`src/rtl/sched_pkg.sv`:
```
package sched_pkg;

  localparam int NUM_UNITS = 5;
  localparam int TAG_W     = $clog2(NUM_UNITS + 1);

  localparam int UNIT_INT  = 0;
  localparam int UNIT_MUL0 = 1;
  localparam int UNIT_MUL1 = 2;
  localparam int UNIT_ADD  = 3;
  localparam int UNIT_DIV  = 4;

  typedef enum logic [1:0] {
    OP_INT = 2'd0,
    OP_MUL = 2'd1,
    OP_ADD = 2'd2,
    OP_DIV = 2'd3
  } opClass_t;

  typedef enum logic [1:0] {
    ST_IDLE,
    ST_READ,
    ST_EXEC,
    ST_WRITE
  } unitStage_t;

  typedef struct packed {
    logic [NUM_UNITS-1:0] readGo;
    logic [NUM_UNITS-1:0] writeGo;
  } ctrlStrobe_t;

  function automatic logic [1:0] unitClassOf(input int unitIdx);
    case (unitIdx)
      UNIT_INT:             unitClassOf = OP_INT;
      UNIT_MUL0, UNIT_MUL1: unitClassOf = OP_MUL;
      UNIT_ADD:             unitClassOf = OP_ADD;
      default:              unitClassOf = OP_DIV;
    endcase
  endfunction

endpackage

```
`src/rtl/sched_timer.sv`:
```
module sched_timer
  import sched_pkg::*;
#(
  parameter int LAT_INT = 1,
  parameter int LAT_MUL = 10,
  parameter int LAT_ADD = 2,
  parameter int LAT_DIV = 40
) (
  input  logic                 clk,
  input  logic                 rstN,
  input  ctrlStrobe_t          strobe,
  output logic [NUM_UNITS-1:0] execStart,
  output logic [NUM_UNITS-1:0] unitDone
);

  localparam int MAX_A   = (LAT_INT > LAT_MUL) ? LAT_INT : LAT_MUL;
  localparam int MAX_B   = (LAT_ADD > LAT_DIV) ? LAT_ADD : LAT_DIV;
  localparam int MAX_LAT = (MAX_A > MAX_B) ? MAX_A : MAX_B;
  localparam int CNT_W   = $clog2(MAX_LAT + 1);

  for (genvar u = 0; u < NUM_UNITS; u++) begin : g_unit
    localparam int LAT = (u == UNIT_INT) ? LAT_INT :
                         (u == UNIT_ADD) ? LAT_ADD :
                         (u == UNIT_DIV) ? LAT_DIV : LAT_MUL;

    logic [CNT_W-1:0] cnt;
    logic             startPend;
    logic             resultHeld;

    always_ff @(posedge clk) begin
      if (!rstN) begin
        cnt        <= '0;
        startPend  <= 1'b0;
        resultHeld <= 1'b0;
      end else begin
        startPend <= strobe.readGo[u];
        if (strobe.readGo[u]) begin
          cnt <= CNT_W'(LAT);
        end else if (cnt != '0) begin
          cnt <= cnt - 1'b1;
        end
        if (cnt == CNT_W'(1)) begin
          resultHeld <= 1'b1;
        end else if (strobe.writeGo[u]) begin
          resultHeld <= 1'b0;
        end
      end
    end

    assign execStart[u] = startPend;
    assign unitDone[u]  = (cnt == CNT_W'(1));


    write_needs_result_chk: assert property (@(posedge clk) disable iff (!rstN)
      strobe.writeGo[u] |-> resultHeld);


    read_only_when_free_chk: assert property (@(posedge clk) disable iff (!rstN)
      strobe.readGo[u] |-> (cnt == '0) && !resultHeld);
  end

endmodule

```
`src/rtl/sched_ctrl.sv`:
```
module sched_ctrl
  import sched_pkg::*;
#(
  parameter int REGS = 32
) (
  input  logic                     clk,
  input  logic                     rstN,
  input  logic                     inValid,
  input  logic [1:0]               inOp,
  input  logic [$clog2(REGS)-1:0]  inDest,
  input  logic [$clog2(REGS)-1:0]  inSrc1,
  input  logic [$clog2(REGS)-1:0]  inSrc2,
  output logic                     inReady,
  output logic [TAG_W-1:0]         issueTag,
  input  logic [NUM_UNITS-1:0]     unitDone,
  output ctrlStrobe_t              strobe,
  output logic                     quiescent
);

  localparam int RW       = $clog2(REGS);
  localparam int TAG_SPAN = 1 << TAG_W;

  unitStage_t           stage [NUM_UNITS];
  logic [RW-1:0]        fi    [NUM_UNITS];
  logic [RW-1:0]        fj    [NUM_UNITS];
  logic [RW-1:0]        fk    [NUM_UNITS];
  logic [TAG_W-1:0]     qj    [NUM_UNITS];
  logic [TAG_W-1:0]     qk    [NUM_UNITS];
  logic [NUM_UNITS-1:0] rj;
  logic [NUM_UNITS-1:0] rk;
  logic [TAG_W-1:0]     regResult [REGS];

  logic                 pickFound;
  logic [TAG_W-1:0]     pickTag;
  logic                 fire;
  logic [TAG_SPAN-1:0]  wroteTag;
  logic [TAG_SPAN-1:0]  busyByTag;
  logic [TAG_W-1:0]     srcTag1, srcTag2;
  logic                 src1Ready, src2Ready;
  logic [NUM_UNITS-1:0] warBlock;

  // Issue side: lowest idle unit of the requested class.
  always_comb begin
    pickFound = 1'b0;
    pickTag   = '0;
    for (int u = 0; u < NUM_UNITS; u++) begin
      if (!pickFound && stage[u] == ST_IDLE && unitClassOf(u) == inOp) begin
        pickFound = 1'b1;
        pickTag   = TAG_W'(u + 1);
      end
    end
  end

  assign inReady  = pickFound && (regResult[inDest] == '0);
  assign fire     = inValid && inReady;
  assign issueTag = fire ? pickTag : '0;

  // Write side: hold a finished unit while any other unit still owes a read
  // of the register it is about to overwrite.
  always_comb begin
    warBlock = '0;
    for (int u = 0; u < NUM_UNITS; u++) begin
      for (int f = 0; f < NUM_UNITS; f++) begin
        if (f != u && ((rj[f] && fj[f] == fi[u]) || (rk[f] && fk[f] == fi[u]))) begin
          warBlock[u] = 1'b1;
        end
      end
    end
  end

  always_comb begin
    for (int u = 0; u < NUM_UNITS; u++) begin
      strobe.readGo[u]  = (stage[u] == ST_READ) && rj[u] && rk[u];
      strobe.writeGo[u] = (stage[u] == ST_WRITE) && !warBlock[u];
    end
  end

  always_comb begin
    wroteTag  = '0;
    busyByTag = '0;
    for (int u = 0; u < NUM_UNITS; u++) begin
      wroteTag[u+1]  = strobe.writeGo[u];
      busyByTag[u+1] = (stage[u] != ST_IDLE);
    end
  end

  // A producer writing back this very cycle counts as already delivered.
  assign srcTag1   = regResult[inSrc1];
  assign srcTag2   = regResult[inSrc2];
  assign src1Ready = (srcTag1 == '0) || wroteTag[srcTag1];
  assign src2Ready = (srcTag2 == '0) || wroteTag[srcTag2];

  always_ff @(posedge clk) begin
    if (!rstN) begin
      for (int u = 0; u < NUM_UNITS; u++) begin
        stage[u] <= ST_IDLE;
        fi[u]    <= '0;
        fj[u]    <= '0;
        fk[u]    <= '0;
        qj[u]    <= '0;
        qk[u]    <= '0;
      end
      rj <= '0;
      rk <= '0;
    end else begin
      for (int u = 0; u < NUM_UNITS; u++) begin
        case (stage[u])
          ST_IDLE: begin
            if (fire && pickTag == TAG_W'(u + 1)) begin
              stage[u] <= ST_READ;
              fi[u]    <= inDest;
              fj[u]    <= inSrc1;
              fk[u]    <= inSrc2;
              qj[u]    <= src1Ready ? '0 : srcTag1;
              qk[u]    <= src2Ready ? '0 : srcTag2;
              rj[u]    <= src1Ready;
              rk[u]    <= src2Ready;
            end
          end
          ST_READ: begin
            if (strobe.readGo[u]) begin
              stage[u] <= ST_EXEC;
              rj[u]    <= 1'b0;
              rk[u]    <= 1'b0;
              qj[u]    <= '0;
              qk[u]    <= '0;
            end else begin
              if (qj[u] != '0 && wroteTag[qj[u]]) rj[u] <= 1'b1;
              if (qk[u] != '0 && wroteTag[qk[u]]) rk[u] <= 1'b1;
            end
          end
          ST_EXEC: begin
            if (unitDone[u]) stage[u] <= ST_WRITE;
          end
          default: begin
            if (strobe.writeGo[u]) stage[u] <= ST_IDLE;
          end
        endcase
      end
    end
  end

  always_ff @(posedge clk) begin
    if (!rstN) begin
      for (int r = 0; r < REGS; r++) regResult[r] <= '0;
    end else begin
      for (int u = 0; u < NUM_UNITS; u++) begin
        if (strobe.writeGo[u]) regResult[fi[u]] <= '0;
      end
      if (fire) regResult[inDest] <= pickTag;
    end
  end

  always_comb begin
    quiescent = 1'b1;
    for (int u = 0; u < NUM_UNITS; u++) begin
      if (stage[u] != ST_IDLE) quiescent = 1'b0;
    end
  end


  quiet_no_grants_chk: assert property (@(posedge clk) disable iff (!rstN)
    quiescent |-> (strobe.readGo == '0) && (strobe.writeGo == '0));

  for (genvar r = 0; r < REGS; r++) begin : g_regChk

    pending_owner_busy_chk: assert property (@(posedge clk) disable iff (!rstN)
      (regResult[r] != '0) |-> busyByTag[regResult[r]]);
  end

  for (genvar a = 0; a < NUM_UNITS; a++) begin : g_pairA
    for (genvar b = a + 1; b < NUM_UNITS; b++) begin : g_pairB

      distinct_write_dest_chk: assert property (@(posedge clk) disable iff (!rstN)
        (strobe.writeGo[a] && strobe.writeGo[b]) |-> (fi[a] != fi[b]));
    end
  end

endmodule

```
`src/rtl/scoreboard_sched.sv`:
```
module scoreboard_sched
  import sched_pkg::*;
#(
  parameter int REGS    = 32,
  parameter int LAT_INT = 1,
  parameter int LAT_MUL = 10,
  parameter int LAT_ADD = 2,
  parameter int LAT_DIV = 40
) (
  input  logic                    clk,
  input  logic                    rstN,
  input  logic                    inValid,
  input  logic [1:0]              inOp,
  input  logic [$clog2(REGS)-1:0] inDest,
  input  logic [$clog2(REGS)-1:0] inSrc1,
  input  logic [$clog2(REGS)-1:0] inSrc2,
  output logic                    inReady,
  output logic [TAG_W-1:0]        issueTag,
  output logic [NUM_UNITS-1:0]    readGrant,
  output logic [NUM_UNITS-1:0]    execStart,
  output logic [NUM_UNITS-1:0]    unitDone,
  output logic [NUM_UNITS-1:0]    writeGrant,
  output logic                    quiescent
);

  ctrlStrobe_t strobe;

  sched_ctrl #(
    .REGS(REGS)
  ) u_ctrl (
    .clk      (clk),
    .rstN     (rstN),
    .inValid  (inValid),
    .inOp     (inOp),
    .inDest   (inDest),
    .inSrc1   (inSrc1),
    .inSrc2   (inSrc2),
    .inReady  (inReady),
    .issueTag (issueTag),
    .unitDone (unitDone),
    .strobe   (strobe),
    .quiescent(quiescent)
  );

  sched_timer #(
    .LAT_INT(LAT_INT),
    .LAT_MUL(LAT_MUL),
    .LAT_ADD(LAT_ADD),
    .LAT_DIV(LAT_DIV)
  ) u_timer (
    .clk      (clk),
    .rstN     (rstN),
    .strobe   (strobe),
    .execStart(execStart),
    .unitDone (unitDone)
  );

  assign readGrant  = strobe.readGo;
  assign writeGrant = strobe.writeGo;

endmodule

```
`config.mk`:
```
export PLATFORM = sky130hd
export DESIGN_NAME = scoreboard_sched
export DESIGN_NICKNAME = d
export VERILOG_FILES = /design/src/rtl/sched_pkg.sv /design/src/rtl/sched_timer.sv /design/src/rtl/sched_ctrl.sv /design/src/rtl/scoreboard_sched.sv
export SDC_FILE = /design/constraint.sdc
export NUM_CORES = 1
export LEC_CHECK = 0
export ABC_AREA = 0
export BUFFER_PORTS_ARGS = -buffer_cell sky130_fd_sc_hd__clkbuf_2
export CAP_MARGIN = 20
export CORE_MARGIN = 2
export CORE_UTILIZATION = 30
export DETAILED_ROUTE_END_ITERATION = 16
export PLACE_DENSITY = 0.46
export SETUP_SLACK_MARGIN = 0.3
export SYNTH_ARGS = -nofsm -noshare
export SYNTH_HDL_FRONTEND = slang
export SYNTH_SLANG_ARGS = --single-unit
export TNS_END_PERCENT = 50
```
`constraint.sdc`:
```
create_clock -name clk -period 2.9 [get_ports clk]
set_input_delay 0.145 -clock clk [delete_from_list [all_inputs] [get_ports clk]]
set_output_delay 0.145 -clock clk [all_outputs]
set_load 0.1 [all_outputs]
```
# ---- Word-level counts from Yosys, hierarchy flattened
# Memories as Yosys holds them, arrays and structs flattened.
# Index checks and enable logic that the tools add are counted.
# W data, S select, Z words.
dict set report op_classes {
  n_addsub 5
  reduce_logical 177
  n_lt_le_gt_ge 12
  bitwise 56
  muxes 279
  n_eq_ne 83
}
# cell n
set op_table {}
lappend op_table {{$eq A5 B5 Y1} 40}
lappend op_table {{$mux W1} 175}
lappend op_table {{$mux W5} 21}
lappend op_table {{$mux W3} 33}
lappend op_table {{$logic_and A1 B1 Y1} 81}
lappend op_table {{$or A1 B1 Y1} 55}
lappend op_table {{$lt A3 B4 Y1 const B} 12}
lappend op_table {{$mux W2} 22}
lappend op_table {{$bmux W1 S3} 12}
lappend op_table {{$reduce_or A3 Y1} 11}
lappend op_table {{$eq A6 B1 Y1 const B} 5}
lappend op_table {{$ne A3 B2 Y1 const B} 10}
lappend op_table {{$reduce_and A3 Y1} 10}
lappend op_table {{$reduce_bool A2 Y1} 15}
lappend op_table {{$reduce_bool A3 Y1} 10}
lappend op_table {{$reduce_bool A6 Y1} 5}
lappend op_table {{$sub A6 B1 Y6 const B} 5}
lappend op_table {{$logic_or A1 B1 Y1} 22}
lappend op_table {{$eq A2 B2 Y1 const B} 10}
lappend op_table {{$pmux W1 S2} 10}
lappend op_table {{$mux W4} 4}
lappend op_table {{$logic_not A2 Y1} 6}
lappend op_table {{$mux W6} 2}
lappend op_table {{$eq A2 B1 Y1 const B} 5}
lappend op_table {{other kinds (10)} 31}
dict set report word_totals {
  n_memories 7
  mem_bits_rw 211
  output_inout_bits 25
  word_cells 644
  inputBits 20
  ff_bits 45
}
# name depth width rd rd_clocked_by_memory_dff write_ports line
set mem_list {}
lappend mem_list {u_ctrl.regResult 32 3 3 0 32 sched_ctrl.sv:31} ;# logic [TAG_W-1:0] regResult [REGS];
lappend mem_list {u_ctrl.fi 5 5 5 0 5 sched_ctrl.sv:24} ;# logic [RW-1:0] fi [NUM_UNITS];
lappend mem_list {u_ctrl.fj 5 5 5 0 5 sched_ctrl.sv:25} ;# logic [RW-1:0] fj [NUM_UNITS];
lappend mem_list {u_ctrl.fk 5 5 5 0 5 sched_ctrl.sv:26} ;# logic [RW-1:0] fk [NUM_UNITS];
lappend mem_list {u_ctrl.qj 5 3 5 0 5 sched_ctrl.sv:27} ;# logic [TAG_W-1:0] qj [NUM_UNITS];
lappend mem_list {u_ctrl.qk 5 3 5 0 5 sched_ctrl.sv:28} ;# logic [TAG_W-1:0] qk [NUM_UNITS];
lappend mem_list {{+1 memories} -- -- -- -- -- --}

# ---- Longest topological paths before layout
# An unclocked memory read counts as a cell.
dict set report depth {
  depth_word 31
  ltp_mapped 15
  depth_no_buf 10
}

# ---- Hierarchy
# From an unflattened synthesis, not the netlist that was laid out.
dict set report hier_totals {
  hier_cells 1713
  area_unflattened_um2 17043.8
}
# module cells_each instances seq_area_each_um2 area_per_inst_um2
set modules_own_cells {}
lappend modules_own_cells {sched_ctrl 1512 1 6476.2 15254.6}
lappend modules_own_cells {sched_timer 201 1 700.7 1789.2}

# ---- Worst setup path before layout
# Ideal clock, no wire load.
dict set report synth_timing {
  kind {flip-flop to flip-flop}
  from {mem u_ctrl.regResult[1][1] (netlist bit)}
  to {mem u_ctrl.fi[0][5] (netlist bit) (enable)}
  setup_time_ps 373
  t_required_ps 2527
  stages_incl_launch_ff 8
  period_less_slack_ps 5607
  arrival_time_ps 5234
  setup_slack_ps -2707
  path_buffers 0
  cell_sequence {edfxtp_1 nor3_1 nor2_1 a2111oi_4 o221ai_2 nor4_1 nand2_1 nand2_1}
}
# item line
set synth_lines {}
lappend synth_lines {{start, declared} sched_ctrl.sv:31}
lappend synth_lines {{end, declared} sched_ctrl.sv:24}

==> flow_summary.json <==
{
  "antenna_found_initial": 0,
  "hp-start": "rstN",
  "grt_overflow": 0,
  "place_area_um2": 21000,
  "endpoint_kind": "output pin",
  "synth_edf_count": 205,
  "rsz0062_at_grt": "true",
  "syn-instance-count": 1681,
  "htreeDepth": 1,
  "drt-total-wl_mm": 70.5,
  "drt-vias-per-instance": 5.52,
  "r2r-end": "u_ctrl.regResult[10][1]",
  "die_h_um": 241,
  "avgRoutedWirePerCell_um": 24.5,
  "synth_area_um2": 16800,
  "fin_area_um2": 25100,
  "layout_common_cells": "buf_4, edfxtp_1, xor2_1",
  "max-slew-margin-rel": 0.286,
  "failed_checks": "negative setup slack",
  "critical_path_class": "reg2out",
  "final_common_cell": "buf_4",
  "cp_max_fo": 5,
  "grt_max_degree": 34,
  "start_util": 0.305,
  "synth_warnings": 0,
  "diodes": 0,
  "cp-start-kind": "flop",
  "critical_path_arrival_ns": 2.88,
  "ioPinCount": 45,
  "grt_pass1_vias": 15900,
  "drtPass1Iterations": 5,
  "io_buffer_count": 44,
  "slew_viol_final": 0,
  "nFillCells": 5216,
  "clkSinkCount": 256,
  "clk_pin_slew_worst_paths_ns": 0.07,
  "worstHoldPathType": "in2reg",
  "hold_viol_final": 0,
  "rows": 86,
  "irDropWorstVdd_uv": 421,
  "power.total_mw": 13.6,
  "core_region_area_um2": 55300,
  "finalSetupViolations": 107,
  "grt_pass1_wl_mm": 104,
  "hold_depth": 4,
  "worst_slack_ns": -0.120,
  "gp_congestion": 1.00,
  "maxCapViolations": 0,
  "reg2reg_slack_ns": -0.12,
  "root_buffer": "clkbuf_16",
  "synth-seq-cells": 256,
  "rr_worst_depth": 13,
  "drtIter0Drc": 1650,
  "dp_hpwl_mm": 52.2,
  "critPathRequiredTime_ns": 2.76,
  "fmax_mhz": 331,
  "vias": 15900,
  "clkLatencyLatePin_ns": 0.62,
  "die-area_um2": 58100,
  "cts_tree": "done",
  "finalClockSkew_ns": 0.0436,
  "syn_to_final_growth_pct": 49.0,
  "post_route_cells_drive_above_1_share": 0.430,
  "final_antenna_net_count": 0,
  "outcome": "finished, violations left",
  "fin_nets": 2138,
  "p_leak_nw": 9.90,
  "power_density_nw_per_um2": 542,
  "hold_end": "u_ctrl.rk[3]",
  "synth-seq-area-share": 0.426,
  "synth_cell_types": 77,
  "regToRegStartpoint": "u_ctrl.fk[0][14]",
  "hold_buffers": 0,
  "tightest_slew_ns": 1.07,
  "synth_ff_type": "edfxtp_1",
  "fin_crit_ns": 3.02,
  "numCtsBuffers": 30,
  "period_share": 1.04,
  "async_flop_share": 0,
  "setup-tns-final_ns": -5.82,
  "syn_avg_cell_area_um2": 10.0,
  "drc": 0,
  "syn_nets": 1711,
  "grtUsageTotal": 0.240,
  "cts_buffer_depth": 3,
  "die_w_um": 241
}
## cell usage after synthesis, types with 10 or more instances
cell type	instances	area, um2
and2_1	24	150
a22oi_1	40	300
nand4_1	14	87.6
nand2_1	79	297
o21ai_0	33	165
mux4_2	25	563
clkbuf_1	61	229
nand2b_1	10	62.6
ha_1	10	125
xor2_1	165	1450
xnor2_1	57	499
nor2_1	84	315
edfxtp_1	205	6160
mux2_2	12	135
dfxtp_1	51	1020
nor3_1	165	826
nor4_1	66	413
buf_6	10	113
buf_2	48	240
mux2i_1	74	741
a31oi_1	12	75.1
nor2b_1	16	100
nand3_1	90	450
buf_1	10	37.5
nor3b_1	23	173
inv_1	43	161
o211ai_1	29	218
nand3b_1	13	97.6
a221oi_1	17	149
a21oi_1	43	215
## cell type report
class	instances	area [um2]	area share
repair buffers	534	5180	0.207
clock inverters	21	149	0.00593
well taps	748	936	0.0373
multi-input cells	1242	10700	0.426
inverters	44	178	0.00708
flip-flops and latches	256	7180	0.286
clock buffers	35	790	0.0315
## per-layer routing
layer / part of all wire / track usage / wire length [um] / vias up
met5: 0 / 0 / 0 / -
met4: 0.028 / 0.0685 / 1970 / 0
met3: 0.066 / 0.0347 / 4650 / 108
met2: 0.46 / 0.390 / 32700 / 608
met1: 0.44 / 0.333 / 31100 / 7989
li1: - / - / - / 7179
## report_power, final
part	internal, mW	switching [mW]
combinational	2.15	2.93
clock	1.96	1.65
sequential	4.43	0.482
total	8.54	5.06
## registers in the layout (all words and copies together), names as in the netlist
name / cells
u_ctrl.regResult: 96
u_timer.g_unit.cnt: 30
u_ctrl.fi: 25
u_ctrl.fj: 25
u_ctrl.fk: 25
u_ctrl.qj: 15
u_ctrl.qk: 15
u_ctrl.stage: 10
u_ctrl.rj: 5
u_ctrl.rk: 5
u_timer.g_unit.startPend: 5
## critical path, stage by stage, from the launching register on
cell	delay, ns
edfxtp_1	0.46
buf_6	0.16
xor2_1	0.16
nor4_2	0.30
nand3_1	0.17
nand3_2	0.12
or3_4	0.18
clkinvlp_4	0.21
buf_4	0.21
buf_8	0.13
buf_12	0.16
## per-stage QoR
step	utilization	setup slack, ns	cells	hold slack [ns]
floorplan	-	-0.280	1681	0.362
CTS	0.433	-0.121	2842	0.0917
global placement	0.380	-0.531	2721	0.457
finish	0.454	-0.120	2880	0.154
detailed placement	0.380	-0.537	2721	0.476
global route	0.454	-0.237	2880	0.161
## cells by family (layout without fill, tap and decap cells)
| kind of cell | Yosys count | after routing | synth area share |
|---|---|---|---|
| xor+xnor | 222 | 222 | 0.115 |
| fa+ha+maj | 10 | 10 | 0.00743 |
| buf+inv | 183 | 634 | 0.0509 |
| compound gates | 249 | 249 | 0.106 |
| simple gates | 649 | 649 | 0.209 |
| mux | 112 | 112 | 0.0861 |
| flops | 256 | 256 | 0.426 |
## worst max-delay path by stage
stage                                start                 endpoint  depth (start not counted)
floorplan           u_ctrl.regResult[3][1]          u_ctrl.fi[0][5]                          7
global placement                 inDest[1]  u_ctrl.regResult[10][1]                         15
detailed placement               inDest[1]  u_ctrl.regResult[10][2]                         15
CTS                       u_ctrl.fk[0][21]  u_ctrl.regResult[31][1]                         13
global route              u_ctrl.fj[0][12]  u_ctrl.regResult[10][2]                         14
finish                    u_ctrl.fk[0][21]            writeGrant[0]                         10
## what timing repair did
| item | 4_1_cts | 5_1_grt |
|---|---|---|
| setup endpoints to repair | 428 | 422 |
| cloned | 5 | 2 |
| buffers inserted | 60 | 36 |
| resized for setup | 309 | 153 |
| pin swaps | 104 | 94 |
Note: power is estimated with default switching activity, not from simulation.
